[src/rtl/sd_wr_pkg.sv]
package sd_wr_pkg;

  typedef enum logic [2:0] {
    S_IDLE, S_TOKEN, S_DATA, S_CRC_HI, S_CRC_LO, S_RESP, S_POLL, S_CLOSE
  } wr_state_e;

  typedef enum logic [1:0] {
    ST_OK      = 2'd0,
    ST_BAD_R1  = 2'd1,
    ST_REJECT  = 2'd2,
    ST_TIMEOUT = 2'd3
  } wr_status_e;

  localparam logic [7:0]  START_TOKEN = 8'hFE;
  localparam logic [7:0]  FILL_BYTE   = 8'hFF;
  localparam logic [4:0]  RESP_OK     = 5'b00101;
  localparam logic [15:0] CRC_POLY    = 16'h1021;

  function automatic logic [15:0] crc16_step(input logic [15:0] crc, input logic [7:0] b);
    logic [15:0] c;
    c = crc ^ {b, 8'h00};
    for (int i = 0; i < 8; i++) begin
      c = c[15] ? ((c << 1) ^ CRC_POLY) : (c << 1);
    end
    return c;
  endfunction

endpackage

[src/rtl/sd_wr_crc16.sv]
module sd_wr_crc16 (
  input  logic        clk_i,
  input  logic        rst_ni,
  input  logic        clr_i,
  input  logic        upd_i,
  input  logic [7:0]  byte_i,
  output logic [15:0] crc_o
);
  import sd_wr_pkg::*;

  logic [15:0] crc_q;

  always_ff @(posedge clk_i or negedge rst_ni) begin
    if (!rst_ni)     crc_q <= '0;
    else if (clr_i)  crc_q <= '0;
    else if (upd_i)  crc_q <= crc16_step(crc_q, byte_i);
  end

  assign crc_o = crc_q;

  a_r4_crc_clear: assert property (@(posedge clk_i) disable iff (!rst_ni)
    clr_i |=> crc_o == 16'h0000);

  a_r4_crc_hold: assert property (@(posedge clk_i) disable iff (!rst_ni)
    !clr_i && !upd_i |=> $stable(crc_o));

endmodule

[src/rtl/sd_wr_poll_cnt.sv]
module sd_wr_poll_cnt #(
  parameter int POLL_MAX = 8192
) (
  input  logic clk_i,
  input  logic rst_ni,
  input  logic clr_i,
  input  logic inc_i,
  output logic last_o
);
  localparam int CNT_W = (POLL_MAX > 1) ? $clog2(POLL_MAX) : 1;
  localparam logic [CNT_W-1:0] CNT_LAST = CNT_W'(POLL_MAX - 1);

  logic [CNT_W-1:0] cnt_q;

  always_ff @(posedge clk_i or negedge rst_ni) begin
    if (!rst_ni)     cnt_q <= '0;
    else if (clr_i)  cnt_q <= '0;
    else if (inc_i)  cnt_q <= cnt_q + 1'b1;
  end

  assign last_o = (cnt_q == CNT_LAST);

  // the count never passes the last allowed poll
  a_r8_no_wrap: assert property (@(posedge clk_i) disable iff (!rst_ni)
    inc_i |-> !last_o);

endmodule

[src/rtl/sd_wr_fsm.sv]
module sd_wr_fsm #(
  parameter int LEN_W = 10
) (
  input  logic             clk_i,
  input  logic             rst_ni,
  input  logic             start_i,
  input  logic [LEN_W-1:0] len_i,
  input  logic [7:0]       r1_i,
  input  logic [7:0]       pay_data_i,
  input  logic             pay_valid_i,
  output logic             pay_ready_o,
  output logic             xfer_req_o,
  output logic [7:0]       xfer_tx_o,
  input  logic             xfer_ack_i,
  input  logic [7:0]       xfer_rx_i,
  input  logic [15:0]      crc_i,
  output logic             crc_clr_o,
  output logic             crc_upd_o,
  output logic [7:0]       crc_byte_o,
  output logic             poll_clr_o,
  output logic             poll_inc_o,
  input  logic             poll_last_i,
  output logic             cs_n_o,
  output logic             busy_o,
  output logic             done_o,
  output logic [1:0]       status_o,
  output logic [2:0]       resp_code_o,
  output logic             refuse_o
);
  import sd_wr_pkg::*;

  wr_state_e        state_q;
  logic [LEN_W-1:0] rem_q;
  logic [7:0]       hold_q;
  logic             hold_vld_q;
  logic             done_q, refuse_q;
  wr_status_e       status_q;
  logic [2:0]       code_q;

  logic ack, take, accept, resp_ok, rx_zero;

  assign ack     = xfer_ack_i && xfer_req_o;
  assign accept  = start_i && (state_q == S_IDLE);
  assign resp_ok = (xfer_rx_i[4:0] == RESP_OK);
  assign rx_zero = (xfer_rx_i == 8'h00);

  always_comb begin
    xfer_req_o = 1'b1;
    xfer_tx_o  = FILL_BYTE;
    unique case (state_q)
      S_IDLE:   xfer_req_o = 1'b0;
      S_TOKEN:  xfer_tx_o  = START_TOKEN;
      S_DATA: begin
        xfer_req_o = hold_vld_q;
        xfer_tx_o  = hold_q;
      end
      S_CRC_HI: xfer_tx_o  = crc_i[15:8];
      S_CRC_LO: xfer_tx_o  = crc_i[7:0];
      default:  xfer_tx_o  = FILL_BYTE;
    endcase
  end

  assign pay_ready_o = (state_q == S_DATA) && !hold_vld_q;
  assign take        = pay_ready_o && pay_valid_i;

  assign crc_clr_o  = accept;
  assign crc_upd_o  = (state_q == S_DATA) && ack;
  assign crc_byte_o = hold_q;
  assign poll_clr_o = (state_q == S_RESP);
  assign poll_inc_o = (state_q == S_POLL) && ack && rx_zero && !poll_last_i;

  assign cs_n_o = (state_q == S_IDLE) || (state_q == S_CLOSE);
  assign busy_o = (state_q != S_IDLE);

  always_ff @(posedge clk_i or negedge rst_ni) begin
    if (!rst_ni) begin
      state_q    <= S_IDLE;
      rem_q      <= '0;
      hold_q     <= '0;
      hold_vld_q <= 1'b0;
      done_q     <= 1'b0;
      refuse_q   <= 1'b0;
      status_q   <= ST_OK;
      code_q     <= '0;
    end else begin
      done_q   <= (state_q == S_CLOSE) && ack;
      refuse_q <= start_i && (state_q != S_IDLE);
      if (take) begin
        hold_q     <= pay_data_i;
        hold_vld_q <= 1'b1;
      end else if (crc_upd_o) begin
        hold_vld_q <= 1'b0;
      end
      unique case (state_q)
        S_IDLE: if (accept) begin
          rem_q <= len_i;
          if (r1_i == 8'h00) begin
            state_q <= S_TOKEN;
          end else begin
            status_q <= ST_BAD_R1;
            state_q  <= S_CLOSE;
          end
        end
        S_TOKEN: if (ack) state_q <= (rem_q == '0) ? S_CRC_HI : S_DATA;
        S_DATA: if (ack) begin
          if (rem_q == LEN_W'(1)) state_q <= S_CRC_HI;
          rem_q <= rem_q - 1'b1;
        end
        S_CRC_HI: if (ack) state_q <= S_CRC_LO;
        S_CRC_LO: if (ack) state_q <= S_RESP;
        S_RESP: if (ack) begin
          code_q <= xfer_rx_i[3:1];
          if (resp_ok) begin
            state_q <= S_POLL;
          end else begin
            status_q <= ST_REJECT;
            state_q  <= S_CLOSE;
          end
        end
        S_POLL: if (ack) begin
          if (!rx_zero) begin
            status_q <= ST_OK;
            state_q  <= S_CLOSE;
          end else if (poll_last_i) begin
            status_q <= ST_TIMEOUT;
            state_q  <= S_CLOSE;
          end
        end
        S_CLOSE: if (ack) state_q <= S_IDLE;
        default: state_q <= S_IDLE;
      endcase
    end
  end

  assign done_o      = done_q;
  assign refuse_o    = refuse_q;
  assign status_o    = status_q;
  assign resp_code_o = code_q;

  a_r11_tx_hold: assert property (@(posedge clk_i) disable iff (!rst_ni)
    xfer_req_o && !xfer_ack_i |=> xfer_req_o && $stable(xfer_tx_o));

  a_r5_take_sent: assert property (@(posedge clk_i) disable iff (!rst_ni)
    pay_valid_i && pay_ready_o |=> xfer_req_o && xfer_tx_o == $past(pay_data_i));

  a_r2_bad_r1: assert property (@(posedge clk_i) disable iff (!rst_ni)
    start_i && !busy_o && r1_i != 8'h00 |=> busy_o && cs_n_o);

  a_r10_refuse: assert property (@(posedge clk_i) disable iff (!rst_ni)
    start_i && busy_o |=> refuse_o);

  a_r9_done_pulse: assert property (@(posedge clk_i) disable iff (!rst_ni)
    done_o |=> !done_o);

endmodule

[src/rtl/sd_wr_engine.sv]
module sd_wr_engine #(
  parameter int LEN_W    = 10,
  parameter int POLL_MAX = 8192
) (
  input  logic             clk_i,
  input  logic             rst_ni,
  input  logic             start_i,
  input  logic [LEN_W-1:0] start_len_i,
  input  logic [7:0]       start_r1_i,
  input  logic [7:0]       pay_data_i,
  input  logic             pay_valid_i,
  output logic             pay_ready_o,
  output logic             xfer_req_o,
  output logic [7:0]       xfer_tx_o,
  input  logic             xfer_ack_i,
  input  logic [7:0]       xfer_rx_i,
  output logic             cs_n_o,
  output logic             busy_o,
  output logic             done_o,
  output logic [1:0]       status_o,
  output logic [2:0]       resp_code_o,
  output logic             refuse_o
);

  logic [15:0] crc;
  logic        crc_clr, crc_upd;
  logic [7:0]  crc_byte;
  logic        poll_clr, poll_inc, poll_last;

  sd_wr_crc16 u_crc (
    .clk_i  (clk_i),
    .rst_ni (rst_ni),
    .clr_i  (crc_clr),
    .upd_i  (crc_upd),
    .byte_i (crc_byte),
    .crc_o  (crc)
  );

  sd_wr_poll_cnt #(.POLL_MAX(POLL_MAX)) u_poll (
    .clk_i  (clk_i),
    .rst_ni (rst_ni),
    .clr_i  (poll_clr),
    .inc_i  (poll_inc),
    .last_o (poll_last)
  );

  sd_wr_fsm #(.LEN_W(LEN_W)) u_fsm (
    .clk_i       (clk_i),
    .rst_ni      (rst_ni),
    .start_i     (start_i),
    .len_i       (start_len_i),
    .r1_i        (start_r1_i),
    .pay_data_i  (pay_data_i),
    .pay_valid_i (pay_valid_i),
    .pay_ready_o (pay_ready_o),
    .xfer_req_o  (xfer_req_o),
    .xfer_tx_o   (xfer_tx_o),
    .xfer_ack_i  (xfer_ack_i),
    .xfer_rx_i   (xfer_rx_i),
    .crc_i       (crc),
    .crc_clr_o   (crc_clr),
    .crc_upd_o   (crc_upd),
    .crc_byte_o  (crc_byte),
    .poll_clr_o  (poll_clr),
    .poll_inc_o  (poll_inc),
    .poll_last_i (poll_last),
    .cs_n_o      (cs_n_o),
    .busy_o      (busy_o),
    .done_o      (done_o),
    .status_o    (status_o),
    .resp_code_o (resp_code_o),
    .refuse_o    (refuse_o)
  );

  a_r9_close_cs: assert property (@(posedge clk_i) disable iff (!rst_ni)
    done_o |-> cs_n_o && !busy_o);

  a_r1_idle_quiet: assert property (@(posedge clk_i) disable iff (!rst_ni)
    !busy_o |-> !xfer_req_o && !pay_ready_o);

endmodule

[config.mk]
export PLATFORM = sky130hd
export DESIGN_NAME = sd_wr_engine
export DESIGN_NICKNAME = d
export VERILOG_FILES = /design/src/rtl/sd_wr_pkg.sv /design/src/rtl/sd_wr_crc16.sv /design/src/rtl/sd_wr_poll_cnt.sv /design/src/rtl/sd_wr_fsm.sv /design/src/rtl/sd_wr_engine.sv
export SDC_FILE = /design/constraint.sdc
export NUM_CORES = 1
export LEC_CHECK = 0
export ABC_CLOCK_PERIOD_IN_PS = 2500
export BUFFER_PORTS_ARGS = -buffer_cell sky130_fd_sc_hd__buf_2
export CAP_MARGIN = 40
export CORE_MARGIN = 2
export CORE_UTILIZATION = 30
export CTS_BUF_LIST = sky130_fd_sc_hd__clkbuf_4 sky130_fd_sc_hd__clkbuf_8
export DETAILED_ROUTE_END_ITERATION = 10
export PLACE_DENSITY = 0.54
export SYNTH_ARGS = -nofsm -noshare
export SYNTH_HDL_FRONTEND = slang
export SYNTH_SLANG_ARGS = --single-unit
[constraint.sdc]
create_clock -name clk_i -period 2.5 [get_ports clk_i]
set_input_delay 0.375 -clock clk_i [delete_from_list [all_inputs] [get_ports clk_i]]
set_output_delay 0.375 -clock clk_i [all_outputs]
set_load 0.05 [all_outputs]
==> out/results.md, run 1 <==
Worst setup path
• worst-path maximum fanout: 15
• element type at the critical path start: flop
• Critical Path Sink Type: output pin
• reg2reg setup slack: 0.47 ns
• cell count along the critical path: 5
• CP arrival: 1.92 ns
• CP Cell Sequence: nor2b_1 -> buf_4 -> nand2b_1 -> nor2_1 -> buf_2
• category of the critical setup timing path: flop to output pin
• max incr delay on CP: 0.60 ns
• CP Buf/Inv Count: 2
• Worst R2R Path Depth: 6
• slowest cell on the critical path: dfrtp_1
• CP delay by family, top: flip-flops
• Critical Path RT: 2.12 ns

Timing
• Tcrit/Tclk final: 0.9172
• Slew HR: 0.5812
• setup slack after layout: 0.2070 ns
• Clock Skew: 0.009935 ns
• Hold Violations, Final: 10
• Hold Worst Slack: -0.007605 ns
• transition time of the tightest slew-check pin: 0.6283 ns
• max-slew violations: 0
• unrepaired setup endpoints after global routing: no
• fmax: 436.1 MHz
• count of final setup violators: 0
• Tmin final: 2.293 ns
• sum of negative setup slack: 0 ns

Run status
• run status: finished with violations
• violations in the final reports: negative hold slack

Final layout
• highest-count cells in the layout ignoring fill and taps: dfrtp_1 (58), buf_2 (57), nor2_1 (37), a21oi_1 (25), nand2_1 (24)
• leading cell type in the layout, fill and taps excluded: dfrtp_1
• antenna diode instance count: 0
• synth-to-layout area growth: 21.24%
• total number of nets in the final design: 439
• proportion of layout cells with a drive suffix above 1: 0.2494

Hold path
• worst min-delay path class: input port to async pin

Logic synthesis
• syn_area_per_cell: 9.826 um2
• number of nets in the synthesized netlist: 376
• share of the yosys chip area belonging to registers: 0.4422
• yosys synthesis warning count: 0
• cell types with the largest area share after synthesis: dfrtp_1 (44%), xnor2_1 (5.1%), nor2_1 (4.2%)
• Post-synth EDFFs: 0
• post-synthesis register bit count: 58
• portion of synthesized cell area occupied by the leading cell type: 0.4422
• Synth area leader: dfrtp_1
• post-synth design cell area: 3282 um2
• flip-flop cell with the highest count after synthesis: dfrtp_1
• library cells used by synthesis: 55
• synthesized instance count: 334
• ys async rst share: 1.000

Floorplan
• I/O pins: 58
• core area: 10,750 um2
• initial standard-cell utilization of the core: 0.3054
• DIE AREA: 11,790 um2
• num rows: 38
• Die H: 108.6 um
• die outline width: 108.6 um

Routing
• Post-DRT Antenna Nets: 0
• routed wire length: 7881 um
• Post-route DRC: 0
• via total after detailed routing: 2,705
• average wire per standard cell: 14.57 um
• detailed router's first-iteration violation count: 112
• first-pass iteration count of the detailed router: 4
• DR vias/cell: 5.000

Clock network
• H-tree lvl count: 3
• Setup Buffers After CTS: 0
• Num CTS Buffers: 9
• Post-CTS Hold Fix Bufs: 0
• deepest clock path buffer count: 2
• number of gates resized after cts: 0
• Clock Sink Count: 58
• worst skew pair latency: 0.34 ns
• TritonCTS clock tree: built
• CTS clock-pin slew for the worst setup and hold paths: 0.07 ns
• library cell used as clock root buffer: clkbuf_8

Run
• max capacitance violation total: 0

Power and ir drop
• power after layout: 5.035 mW
• Peak supply drop: 0.0005401 V
• power density over cell area: 1266 nW/um2
• leakage power total: 1.857 nW

Placement
• HPWL Detailed: 5658 um
• pre-CTS setup slack: 0.4690 ns
• Final Wtd Congestion: 0.7976
• IO Port Bufs: 57

Global routing
• grt ovf: 0
• largest net degree at the start of global routing: 24
• antenna violations before repair: 0
• global routing usage summed across all routing layers: 0.1452
• vias in the first global route: 2,707
• first-pass GRT wire length: 13,230 um

==> kinds of logic (layout without fill, tap and decap cells) <==
group           count (synthesis)  count (layout)  synth area share
simple gates                  114             114            0.1857
buf+inv                        21              88           0.02936
xor+xnor                       30              30           0.08006
mux                            23              23           0.07472
fa+ha+maj                       3               3           0.01144
flops                          58              58            0.4422
compound gates                 85              85            0.1765
==> worst register-to-register path, delay by kind of cell (launching register included) <==
family / cells / cell delay (ns)
flops: 1 / 0.38
mux: 1 / 0.35
fa+ha+maj: 1 / 0.23
compound gates: 2 / 0.44
simple gates: 2 / 0.52
==> metal layers <==
| layer | GRT usage | up-vias | share of wire |
|---|---|---|---|
| met5 | 0 | - | 0 |
| met4 | 0.05403 | 0 | 0.015 |
| met3 | 0.03195 | 10 | 0.036 |
| met2 | 0.2362 | 51 | 0.48 |
| met1 | 0.1887 | 1309 | 0.47 |
| li1 | - | 1335 | - |
==> worst paths after layout <==
path                             startpoint             endpoint
setup / recovery           u_fsm.state_q[1]          pay_ready_o
hold / removal                       rst_ni     u_poll.cnt_q[12]
setup reg to reg            u_poll.cnt_q[0]     u_fsm.state_q[0]
hold reg to reg              u_fsm.rem_q[6]       u_fsm.rem_q[6]
max in group asynchronous            rst_ni       u_crc.crc_o[5]
min in group clk_i            pay_data_i[5]  u_fsm.crc_byte_o[5]
==> metrics by stage <==
stage | hold WS, ns | instance area (um2) | instances | util
6_report | -0.007605 | 3979 | 541 | 0.3703
5_1_grt | 0.01570 | 3979 | 541 | 0.3703
4_1_cts | 0.003368 | 3979 | 541 | 0.3703
3_5_place_dp | 0.3723 | 3752 | 526 | 0.3492
3_3_place_gp | 0.3694 | 3737 | 525 | 0.3478
2_1_floorplan | 0.07941 | 3282 | 334 | -
==> Yosys cell counts, drive strengths merged, types with 2 or more instances <==
master and n:
mux2i 11, o22a 2, nor2b 5, or4 2, ha 3, a22oi 3, buf 9, xor2 11
a22o 15, nand2 25, nand2b 5, xnor2 19, nand3 8, mux2 12, a21oi 26, o21ai 19
nor3 11, and3 4, nor4 7, inv 7, o211ai 2, a31o 4, dfrtp 58, nand4 5
clkbuf 5, nor2 37, o2bb2ai 2, a2111oi 2
==> where the power goes <==
part	internal, mW	switching, mW
Combinational	0.913	1.59
Sequential	1.23	0.307
Clock	0.633	0.366
==> final cells by class <==
cell class	instances	area, um2
well taps	140	175.2
multi-input cells	255	1739
fillers	1119	6766
repair buffers	66	360.3
inverters	7	26.28
flip-flops and latches	58	1451
clock inverters	2	60.06
clock buffers	13	166.4
==> state kept, by name (all words and copies together), names as in the netlist <==
name and count:
u_fsm.refuse_o 1, u_fsm.status_o 2, u_fsm.hold_vld_q 1, u_crc.crc_o 16, u_fsm.rem_q 10, u_poll.cnt_q 13
u_fsm.crc_byte_o 8, u_fsm.done_o 1, u_fsm.state_q 3, u_fsm.resp_code_o 3
Power figures use the tool's default switching activity.
==> inputs of run 2 (changes only) <==
Settings changed: ABC_AREA set to 1.
==> out/results.md, run 2 <==
Run
• max capacitance violation total: 0

Global routing
• vias in the first global route: 3,234
• global routing usage summed across all routing layers: 0.1493
• grt ovf: 0
• first-pass GRT wire length: 15,450 um
• largest net degree at the start of global routing: 59
• antenna violations before repair: 0

Logic synthesis
• library cells used by synthesis: 39
• share of the yosys chip area belonging to registers: 0.4031
• dominant cell by count in the synthesized netlist: nand2_1
• cell types with the largest area share after synthesis: dfrtp_1 (40%), nand2_1 (15%), nand3_1 (6.7%)
• post-synth design cell area: 3601 um2
• ys async rst share: 1.000
• synthesized instance count: 478
• number of nets in the synthesized netlist: 520
• flip-flop cell with the highest count after synthesis: dfrtp_1
• Synth area leader: dfrtp_1
• portion of synthesized cell area occupied by the leading cell type: 0.4031
• top post-synthesis cells by count: nand2_1 (144), dfrtp_1 (58), nor2_1 (54), nand3_1 (48), inv_1 (37)
• syn_area_per_cell: 7.533 um2
• yosys synthesis warning count: 0
• post-synthesis register bit count: 58
• Post-synth EDFFs: 0

Floorplan
• die outline width: 113.6 um
• initial standard-cell utilization of the core: 0.3036
• Die H: 113.6 um
• I/O pins: 58
• num rows: 40
• core area: 11,860 um2
• DIE AREA: 12,900 um2

Timing
• setup slack after layout: 0.1645 ns
• count of final setup violators: 0
• transition time of the tightest slew-check pin: 0.7634 ns
• Tcrit/Tclk final: 0.9342
• unrepaired setup endpoints after global routing: no
• fmax: 428.2 MHz
• Clock Skew: 0.01371 ns
• sum of negative setup slack: 0 ns
• max-slew violations: 0
• Hold Violations, Final: 0
• Slew HR: 0.4911
• Tmin final: 2.336 ns

Placement
• IO Port Bufs: 57
• HPWL Detailed: 6630 um
• Final Wtd Congestion: 0.8395
• pre-CTS setup slack: 0.3304 ns

Routing
• detailed router's first-iteration violation count: 203
• routed wire length: 9131 um
• Post-DRT Antenna Nets: 0
• first-pass iteration count of the detailed router: 4
• via total after detailed routing: 3,303
• Post-route DRC: 0
• average wire per standard cell: 13.23 um
• DR vias/cell: 4.787

Power and ir drop
• power density over cell area: 1324 nW/um2
• leakage power total: 2.121 nW
• Peak supply drop: 0.0004806 V
• power after layout: 5.552 mW

Clock network
• Clock Sink Count: 58
• Setup Buffers After CTS: 0
• worst skew pair latency: 0.34 ns
• Num CTS Buffers: 9
• deepest clock path buffer count: 2
• CTS clock-pin slew for the worst setup and hold paths: 0.06 ns
• library cell used as clock root buffer: clkbuf_8
• TritonCTS clock tree: built
• H-tree lvl count: 3

Final layout
• highest-count cells in the layout ignoring fill and taps: nand2_1 (143), buf_2 (57), dfrtp_1 (57), nor2_1 (53), nand3_1 (48)
• total number of nets in the final design: 581
• total area of multi-input combinational cells: 1923 um2
• sequential cell area: 1453 um2
• number of filler cells placed in the layout: 1,262
• max reg flops: 16
• antenna diode instance count: 0
• proportion of layout cells with a drive suffix above 1: 0.1989
• synth-to-layout area growth: 16.40%
• leading cell type in the layout, fill and taps excluded: nand2_1

Worst setup path
• startpoint of the worst register-to-register path: u_fsm.state_q[2]
• Critical Path Sink Type: output pin
• Critical Path RT: 2.12 ns
• slowest cell on the critical path: dfrtp_1
• category of the critical setup timing path: flop to output pin
• CP arrival: 1.96 ns
• reg2reg setup slack: 0.55 ns
• Worst R2R Path Depth: 7
• CP Cell Sequence: inv_2 -> nand3_1 -> a21boi_1 -> buf_4 -> o2111ai_1 -> buf_2
• element type at the critical path start: flop
• worst-path maximum fanout: 9
• Critical R2R Capture: u_crc.crc_o[5]
• max incr delay on CP: 0.61 ns

Run status
• run status: completed

Hold path
• worst min-delay path class: input port to async pin

## run 2: cell count changes in the layout (fill, tap and decap cells not counted), sizes merged, moves of 11 or more
cell | previous run | this run
nand2 | 25 | 150
nor2 | 37 | 58
mux2i | 11 | 0
nand3 | 8 | 51
a22o | 15 | 0
inv | 7 | 42
a21oi | 26 | 7
## run 2: worst max-delay path by stage
| stage | startpoint | end | slack (ns) |
|---|---|---|---|
| after global placement | u_fsm.state_q[0] | xfer_tx_o[5] | 0.39 |
| after global routing | u_fsm.state_q[2] | xfer_tx_o[1] | 0.03 |
| after CTS | u_fsm.state_q[0] | xfer_tx_o[1] | 0.02 |
| after detailed placement | u_fsm.state_q[0] | xfer_tx_o[5] | 0.33 |
| after floorplan | u_fsm.state_q[0] | xfer_tx_o[1] | 0.37 |
| final | u_fsm.state_q[2] | xfer_tx_o[1] | 0.16 |
## run 2: cells by family (layout without fill, tap and decap cells)
| logic type | count (synthesis) | after routing | share of synthesized area |
|---|---|---|---|
| AND/OR/NAND/NOR | 270 | 270 | 0.3329 |
| multiplexers | 8 | 8 | 0.02502 |
| flip-flops | 58 | 58 | 0.4031 |
| adder cells (fa/ha/maj) | 3 | 3 | 0.01043 |
| XOR/XNOR | 30 | 30 | 0.07297 |
| buffers and inverters | 53 | 118 | 0.06428 |
| AO/OA/AOI/OAI | 56 | 56 | 0.09138 |
## run 2: metal layers
layer / up-vias / wire length [um] / GRT usage
met1: 1516 / 4411 / 0.1962
met3: 19 / 405 / 0.03826
met4: 0 / 176 / 0.05203
li1: 1679 / - / -
met5: - / 0 / 0
met2: 89 / 4139 / 0.2399
## run 2: area by class of cell
cell class,instances,area share
clock inverters,4,0.004776
clock buffers,11,0.03313
inverters,42,0.03761
multi-input cells,367,0.4588
flip-flops and latches,58,0.3466
well taps,147,0.04388
repair buffers,61,0.07522
## run 2: report_power, final
group / internal [mW] / switching [mW] / total, mW
Combinational: 0.952 / 2.28 / 3.23
Clock: 0.369 / 0.373 / 0.742
Sequential: 1.26 / 0.321 / 1.58
## run 2: critical path, delay by kind of cell (launching register included)
kind / cells / cell delay (ns)
AND/OR/NAND/NOR: 1 / 0.13
AO/OA/AOI/OAI: 2 / 0.31
buffers and inverters: 3 / 0.58
flip-flops: 1 / 0.61
## run 2: what timing repair did
item	in CTS	in global routing
setup endpoints to repair	4	7
hold buffers	0	0
gates resized for setup	1	2
## run 2: through the flow
stage / cell area [um2] / hold WS [ns] / instances / utilization
2_1_floorplan: 3601 / 0.07941 / 478 / -
6_report: 4192 / 0.1902 / 690 / 0.3534
3_3_place_gp: 4026 / 0.4667 / 675 / 0.3395
4_1_cts: 4188 / 0.2243 / 690 / 0.3531
3_5_place_dp: 4026 / 0.4568 / 675 / 0.3395
5_1_grt: 4192 / 0.2378 / 690 / 0.3534
==> inputs of run 3 (changes only) <==
Settings changed: CELL_PAD_IN_SITES_DETAIL_PLACEMENT set to 1, CELL_PAD_IN_SITES_GLOBAL_PLACEMENT set to 1, PLACE_DENSITY 0.54 to 0.67.
==> out/results.md, run 3 (same netlist as run 2, synthesis figures left out) <==
Final layout
• total number of nets in the final design: 582
• highest-count cells in the layout ignoring fill and taps: nand2_1 (143), buf_2 (57), dfrtp_1 (56), nor2_1 (53), nand3_1 (48)
• synth-to-layout area growth: 17.51%
• sequential cell area: 1454 um2
• proportion of layout cells with a drive suffix above 1: 0.2037
• antenna diode instance count: 0
• post-route cell area: 4232 um2
• max reg flops: 16
• final core utilization: 0.3568
• number of filler cells placed in the layout: 1,487
• leading cell type in the layout, fill and taps excluded: nand2_1
• Final Instance Count excl. Fillers: 692
• total area of multi-input combinational cells: 1923 um2

Placement
• IO Port Bufs: 57
• HPWL Detailed: 7718 um
• pre-CTS setup slack: 0.3559 ns
• placed cell count: 676
• placement-stage cell area: 4034 um2
• Final Wtd Congestion: 0.8314

Floorplan
• I/O pins: 58
• die outline width: 113.6 um
• core area: 11,860 um2
• DIE AREA: 12,900 um2
• Die H: 113.6 um
• initial standard-cell utilization of the core: 0.3036
• num rows: 40

Global routing
• antenna violations before repair: 0
• global routing usage summed across all routing layers: 0.1736
• grt ovf: 0
• vias in the first global route: 3,576
• first-pass GRT wire length: 17,750 um
• largest net degree at the start of global routing: 28

Worst setup path
• Critical Path RT: 2.12 ns
• CP arrival: 1.96 ns
• max incr delay on CP: 0.45 ns
• Critical Path Sink Type: output pin
• Critical R2R Capture: u_fsm.rem_q[8]
• element type at the critical path start: flop
• reg2reg setup slack: 0.48 ns
• CP delay by family, top: flip-flops
• startpoint of the worst register-to-register path: u_fsm.state_q[0]
• Worst R2R Path Depth: 8
• worst-path maximum fanout: 10
• slowest cell on the critical path: dfrtp_1
• category of the critical setup timing path: flop to output pin
• CP Buf/Inv Count: 2
• CP Cell Sequence: nor2_2 -> nand2_2 -> a21boi_1 -> buf_4 -> o2111ai_1 -> buf_2

Clock network
• worst skew pair latency: 0.36 ns
• library cell used as clock root buffer: clkbuf_8
• TritonCTS clock tree: built
• Post-CTS Hold Fix Bufs: 0
• CTS clock-pin slew for the worst setup and hold paths: 0.07 ns
• number of gates resized after cts: 2
• H-tree lvl count: 3
• Setup Buffers After CTS: 0
• Clock Sink Count: 58
• Num CTS Buffers: 9
• deepest clock path buffer count: 2

Timing
• transition time of the tightest slew-check pin: 0.6610 ns
• Slew HR: 0.5593
• Hold Violations, Final: 0
• Clock Skew: 0.007513 ns
• fmax: 427.4 MHz
• unrepaired setup endpoints after global routing: no
• Hold Worst Slack: 0.04341 ns
• Tmin final: 2.340 ns
• Tcrit/Tclk final: 0.9359
• max-slew violations: 0
• count of final setup violators: 0
• sum of negative setup slack: 0 ns
• setup slack after layout: 0.1603 ns

Routing
• Post-DRT Antenna Nets: 0
• first-pass iteration count of the detailed router: 4
• average wire per standard cell: 15.29 um
• DR vias/cell: 4.905
• detailed router's first-iteration violation count: 118
• routed wire length: 10,580 um
• Post-route DRC: 0
• via total after detailed routing: 3,394

Power and ir drop
• Peak supply drop: 0.0003586 V
• power density over cell area: 1358 nW/um2
• power after layout: 5.747 mW
• leakage power total: 2.138 nW

Run
• max capacitance violation total: 0

Hold path
• worst min-delay path class: input port to async pin

Run status
• run status: completed

run 3: cell count changes in the layout (fill, tap and decap cells not counted), sizes merged:
cell	previous run	this run
clkbuf	11	14
clkinv	4	2
buf	61	62
run 3: layout make-up:
class / instances / area share
clock buffers: 14 / 0.04258
multi-input cells: 367 / 0.4545
clock inverters: 2 / 0.002365
flip-flops and latches: 58 / 0.3436
inverters: 42 / 0.03726
well taps: 147 / 0.04347
repair buffers: 62 / 0.07629
run 3: worst register-to-register path, cell delays in order (launching register included):
cell and delay, ns:
dfrtp_2 0.48, inv_2 0.11, nand2_2 0.11, nor2_8 0.27, nand4_4 0.26, nand2_4 0.20, buf_4 0.26, nor2_1 0.07
a31oi_1 0.17
run 3: layer usage:
layer | track usage | up-vias | routed length [um] | part of all wire
li1 | - | 1676 | - | -
met1 | 0.2118 | 1662 | 4728 | 0.45
met2 | 0.3026 | 46 | 5382 | 0.51
met3 | 0.04782 | 10 | 357 | 0.034
met4 | 0.04634 | 0 | 116 | 0.011
met5 | 0 | - | 0 | 0
run 3: worst max path at each step:
stage                          start      endpoint  slack (ns)  cells past startpoint
floorplan           u_fsm.state_q[0]  xfer_tx_o[1]        0.37                      5
global placement    u_fsm.state_q[0]  xfer_tx_o[0]        0.41                      5
detailed placement  u_fsm.state_q[0]  xfer_tx_o[0]        0.36                      5
CTS                 u_fsm.state_q[0]  xfer_tx_o[5]        0.07                      7
global route        u_fsm.state_q[1]  xfer_tx_o[1]        0.04                      6
finish              u_fsm.state_q[1]  xfer_tx_o[1]        0.16                      6
run 3: where the power goes:
| group | internal, mW | switching [mW] |
|---|---|---|
| Combinational | 0.956 | 2.33 |
| Clock | 0.460 | 0.405 |
| Sequential | 1.26 | 0.336 |
| Total | 2.68 | 3.07 |
